==> config.mk <==
export PLATFORM = sky130hd
export DESIGN_NAME = srg_bus_gate
export DESIGN_NICKNAME = d
export VERILOG_FILES = /design/src/rtl/srg_pkg.sv /design/src/rtl/srg_window_track.sv /design/src/rtl/srg_master_gate.sv /design/src/rtl/srg_bus_gate.sv
export SDC_FILE = /design/constraint.sdc
export NUM_CORES = 1
export LEC_CHECK = 0
export BUFFER_PORTS_ARGS = -buffer_cell sky130_fd_sc_hd__buf_2
export CAP_MARGIN = 5
export CORE_UTILIZATION = 38
export CTS_CLUSTER_SIZE = 16
export DETAILED_ROUTE_END_ITERATION = 8
export MAX_ROUTING_LAYER = met4
export PLACE_DENSITY = 0.83
export SLEW_MARGIN = 10
export SYNTH_ARGS = -nofsm -noshare
export SYNTH_HDL_FRONTEND = slang
export SYNTH_SLANG_ARGS = --single-unit
==> constraint.sdc <==
create_clock -name clk -period 1.2 [get_ports clk]
set_input_delay 0.18 -clock clk [delete_from_list [all_inputs] [get_ports clk]]
set_output_delay 0.18 -clock clk [all_outputs]
set_load 0.01 [all_outputs]
==> src/rtl/srg_pkg.sv <==
// Package: per-master state captured at a qualified retry edge.
package srg_pkg;

    typedef struct packed {
        logic snoop_win;  // master owns the reserved window
        logic old_cb;     // window serves the older pending copyback
        logic abort;      // master's own tenure was retried
    } srg_hold_t;

endpackage

==> src/rtl/srg_window_track.sv <==
// Module: srg_window_track
// Tracks the shared reserved window. A retry is qualified when the retry
// line is high in the sampling cycle of an active tenure. The window is
// the single clock after each qualified retry.
// Assumes: retry_i and sample_i are synchronous to clk.
module srg_window_track (
    input  logic clk,
    input  logic rst_n,
    input  logic retry_i,
    input  logic sample_i,
    output logic qual_o,
    output logic win_o
);

    logic win_q;

    // Qualification of the current retry.
    assign qual_o = retry_i && sample_i;

    // Open the window for one clock after a qualified retry.
    always_ff @(posedge clk) begin
        if (!rst_n) win_q <= 1'b0;
        else        win_q <= qual_o;
    end

    assign win_o = win_q;

endmodule

==> src/rtl/srg_master_gate.sv <==
// Module: srg_master_gate
// Per-master gating of request and grant around the reserved window.
// The decision is taken at the qualifying edge and held for the window.
// Assumes: win_i is high exactly one clock after qual_i.
module srg_master_gate
    import srg_pkg::*;
(
    input  logic clk,
    input  logic rst_n,
    input  logic qual_i,
    input  logic win_i,
    input  logic req_int_i,
    input  logic own_retry_i,
    input  logic hit_dirty_i,
    input  logic cb_pending_i,
    input  logic xfer_active_i,
    input  logic gnt_i,
    output logic bus_req_o,
    output logic gnt_eff_o,
    output logic abort_o,
    output logic cb_old_sel_o
);

    srg_hold_t hold_d;
    srg_hold_t hold_q;

    // Decide window ownership, copyback choice and abort at the retry edge.
    always_comb begin
        hold_d.snoop_win = qual_i && own_retry_i && (hit_dirty_i || cb_pending_i);
        hold_d.old_cb    = qual_i && own_retry_i && cb_pending_i;
        hold_d.abort     = qual_i && xfer_active_i;
    end

    // Hold the decision for the window cycle only.
    always_ff @(posedge clk) begin
        if (!rst_n) hold_q <= '0;
        else        hold_q <= hold_d;
    end

    // Request: owner only in the window, otherwise the internal request.
    always_comb begin
        if (win_i) bus_req_o = hold_q.snoop_win;
        else       bus_req_o = req_int_i;
    end

    // Grant: blocked in the window, else honoured while requesting.
    assign gnt_eff_o    = !win_i && gnt_i && bus_req_o;
    assign abort_o      = hold_q.abort;
    assign cb_old_sel_o = hold_q.old_cb;

endmodule

==> src/rtl/srg_bus_gate.sv <==
// Module: srg_bus_gate (top)
// Request/grant gate for NUM_MASTERS masters sharing one snooped address
// bus. One shared window tracker and one gate per master.
// Assumes: all signals active-high, one clock, synchronous reset.
module srg_bus_gate #(
    parameter int NUM_MASTERS = 4
) (
    input  logic                   clk,
    input  logic                   rst_n,
    input  logic                   retry_i,
    input  logic                   sample_i,
    input  logic [NUM_MASTERS-1:0] req_int_i,
    input  logic [NUM_MASTERS-1:0] own_retry_i,
    input  logic [NUM_MASTERS-1:0] hit_dirty_i,
    input  logic [NUM_MASTERS-1:0] cb_pending_i,
    input  logic [NUM_MASTERS-1:0] xfer_active_i,
    input  logic [NUM_MASTERS-1:0] gnt_i,
    output logic [NUM_MASTERS-1:0] bus_req_o,
    output logic [NUM_MASTERS-1:0] gnt_eff_o,
    output logic [NUM_MASTERS-1:0] abort_o,
    output logic [NUM_MASTERS-1:0] cb_old_sel_o
);

    localparam int LAST = NUM_MASTERS - 1;

    logic qual;
    logic win;

    srg_window_track u_win (
        .clk      (clk),
        .rst_n    (rst_n),
        .retry_i  (retry_i),
        .sample_i (sample_i),
        .qual_o   (qual),
        .win_o    (win)
    );

    // One gate per master.
    for (genvar m = 0; m <= LAST; m++) begin : g_master
        srg_master_gate u_gate (
            .clk           (clk),
            .rst_n         (rst_n),
            .qual_i        (qual),
            .win_i         (win),
            .req_int_i     (req_int_i[m]),
            .own_retry_i   (own_retry_i[m]),
            .hit_dirty_i   (hit_dirty_i[m]),
            .cb_pending_i  (cb_pending_i[m]),
            .xfer_active_i (xfer_active_i[m]),
            .gnt_i         (gnt_i[m]),
            .bus_req_o     (bus_req_o[m]),
            .gnt_eff_o     (gnt_eff_o[m]),
            .abort_o       (abort_o[m]),
            .cb_old_sel_o  (cb_old_sel_o[m])
        );
    end

endmodule

==> results.py <==
metrics = {
    "outcome": {
        "run_status": "complete, but fails checks",
        "violations": "negative setup slack",
    },
    "final_layout": {
        "drive_above_1_share_pct": 66.3,
        "multi_input_area_sq_um": 201,
        "fin_nets": 118,
        "diodes": 0,
        "regArea_sq_um": 262,
        "fillers": 127,
        "fin_cells": 104,
        "final_util_pct": 55.9,
        "areaGrowthSynthToFinish_pct": 29.0,
    },
    "worst_setup_path": {
        "path_buf_inv": 2,
        "worstPathMaxFanout": 6,
        "critPathArrivalTime_ns": 1.14,
        "crit_top_cell": "buf_6",
        "worstPathCellList": "buf_6, mux2_4, buf_6",
        "cp_slowest_stage_delay_ns": 0.34,
        "crit_family": "flip-flops",
        "cp_data_required_time_ns": 1.02,
        "timing.critical_path.from_type": "flip-flop",
        "worstSetupEndpointType": "output port",
        "crit_slowest_cell": "dfxtp_2",
        "path_class": "flip-flop to output port",
    },
    "sta": {
        "max_freq_mhz": 760,
        "fin_crit_ns": 1.32,
        "setup_viol": 7,
        "fin_ws_ns": -0.116,
        "tightestPinTransition_ns": 0.167,
        "final_hold_viol_count": 0,
        "whs_ns": 0.121,
        "fin_tns_setup_ns": -0.460,
        "fin_crit_sh_pct": 110,
        "rsz0062_at_grt": "yes",
        "slew_headroom_pct": 88.8,
        "slew_violations": 0,
    },
    "die": {
        "rows": 13,
        "pin_count": 44,
        "die_h_um": 41.7,
        "dieArea_sq_um": 1740,
        "start_util_pct": 43.3,
        "die_w_um": 41.7,
        "core_area_sq_um": 1380,
    },
    "power": {
        "peakVddDrop_mv": 0.827,
        "p_leak_nw": 0.436,
        "fin_total_pwr_mw": 0.840,
        "powerDensity_nw_per_um2": 1090,
    },
    "cts": {
        "htreeDepth": 1,
        "clock_sinks": 13,
        "clk_pin_slew_ns": 0.07,
        "cts_tree": "done",
        "cts_buffers": 3,
        "cts_buffer_depth": 2,
        "root_buffer": "clkbuf_4",
    },
    "synthesis": {
        "ys_top_cells_by_area": "dfxtp_1, buf_4, mux2_4, and2_2, and3b_1",
        "post_synth.cell_area_avg_sq_um": 10.5,
        "syn_area_sq_um": 599,
        "synth_fp_nets": 85,
        "synth-edff-count": 0,
        "seq_area_frac_synth_pct": 43.4,
        "syn_inst": 57,
        "post-synth-top-count-cell": "buf_4",
        "ys_warn_count": 0,
        "yosysTopAreaCell": "dfxtp_1",
        "yosysUniqueCellTypes": 12,
        "yosys_most_used_dff": "dfxtp_1",
        "synth.top_cell.area_share_pct": 43.4,
        "synth_seq_cells": 13,
        "synthArstFlopShare_pct": 0,
        "synthTopCellsByCount": "buf_4, dfxtp_1, nor2_1",
    },
    "drt": {
        "drt-vias-per-instance": 4.36,
        "ant_nets": 0,
        "wl_um": 906,
        "first_pass_iters": 2,
        "drc_errors": 0,
        "vias": 453,
        "first_iter_violations": 2,
        "wl_per_cell_um": 8.71,
    },
    "global_routing": {
        "grt.total_usage_pct": 12.0,
        "grt_max_degree": 10,
        "antenna_found_initial": 0,
        "grt_pass1_vias": 413,
        "grt-ovfl-total": 0,
        "grt_first_pass_wirelength_um": 1520,
    },
    "hold_path": {
        "min_delay_path_depth": 2,
        "hold_path_class": "input port to flip-flop",
        "hold_end": "g_master[0].u_gate.abort_o",
        "hold_path.startpoint": "xfer_active_i[0]",
    },
    "run": {
        "drv_cap": 0,
    },
    "place": {
        "gp_congestion": 0.671,
        "io_buffer_count": 43,
        "dp_cells": 100,
    },
}
-- cell type report --
type,instances,share of cell area [%]
clock buffer,4,3.40
inverter,1,0.809
multi-input combinational,26,26.1
sequential,13,33.8
tap,15,2.43
timing repair buffer,45,33.5
-- logic make-up (layout without fill, tap and decap cells) --
| family | Yosys count | in the layout | synth area share [%] |
|---|---|---|---|
| buffers and inverters | 18 | 50 | 23.0 |
| and+or+nand+nor | 18 | 18 | 20.3 |
| AOI/OAI and AO/OA | 4 | 4 | 3.34 |
| muxes | 4 | 4 | 10.0 |
| DFF | 13 | 13 | 43.4 |
-- layout by cell type (no fill, tap or decap), drive strengths merged --
| master | n |
|---|---|
| and3 | 4 |
| clkbuf | 4 |
| inv | 1 |
| nand2 | 1 |
| and2 | 4 |
| dfxtp | 13 |
| buf | 45 |
| nand3 | 1 |
| o21ai | 4 |
| mux2 | 4 |
| and3b | 3 |
| nor2 | 5 |
-- report_power, final --
part	leakage (nW)	internal, mW	switching [mW]
registers	0.106	0.441	0.00282
clock network	0.0150	0.129	0.131
logic	0.315	0.0849	0.0513
total	0.436	0.655	0.185
-- registers in the layout, summed over array words and instances (netlist names) --
| name | count |
|---|---|
| u_win.win_o | 1 |
| g_master.u_gate.cb_old_sel_o | 4 |
| g_master.u_gate.abort_o | 4 |
| g_master.u_gate.hold_q | 4 |
-- per-stage QoR --
stage               setup WS (ns)  instance area (sq um)
global route               -0.175                    773
floorplan                   0.171                    599
CTS                        -0.126                    773
finish                     -0.116                    773
detailed placement          0.135                    717
global placement            0.145                    717
-- worst max path at each step --
| stage | startpoint | end | slack (ns) | cells after the start |
|---|---|---|---|---|
| 6_report | u_win.win_o | bus_req_o[2] | -0.12 | 3 |
| 5_1_grt | u_win.win_o | bus_req_o[2] | -0.17 | 3 |
| 4_1_cts | u_win.win_o | bus_req_o[2] | -0.13 | 3 |
| 3_5_place_dp | u_win.win_o | bus_req_o[2] | 0.13 | 3 |
| 3_3_place_gp | u_win.win_o | bus_req_o[2] | 0.15 | 3 |
| 2_1_floorplan | u_win.win_o | bus_req_o[0] | 0.17 | 3 |
-- per-layer routing --
metal,part of all wire (%),GRT usage [%],wire (um),vias to the layer above
met5,0,-,0,-
li1,-,-,-,233
met4,1.4,9.68,13,0
met3,9.1,3.48,82,2
met1,38,11.1,342,191
met2,52,20.3,468,27
-- repair_timing --
action | 4_1_cts | 5_1_grt
cloned | 0 | 0
gates resized for setup | 6 | 0
hold buffers | 0 | 0
setup buffers | 0 | 0
endpoints found under the setup margin | 7 | 7
(Power assumes the default switching activity.)
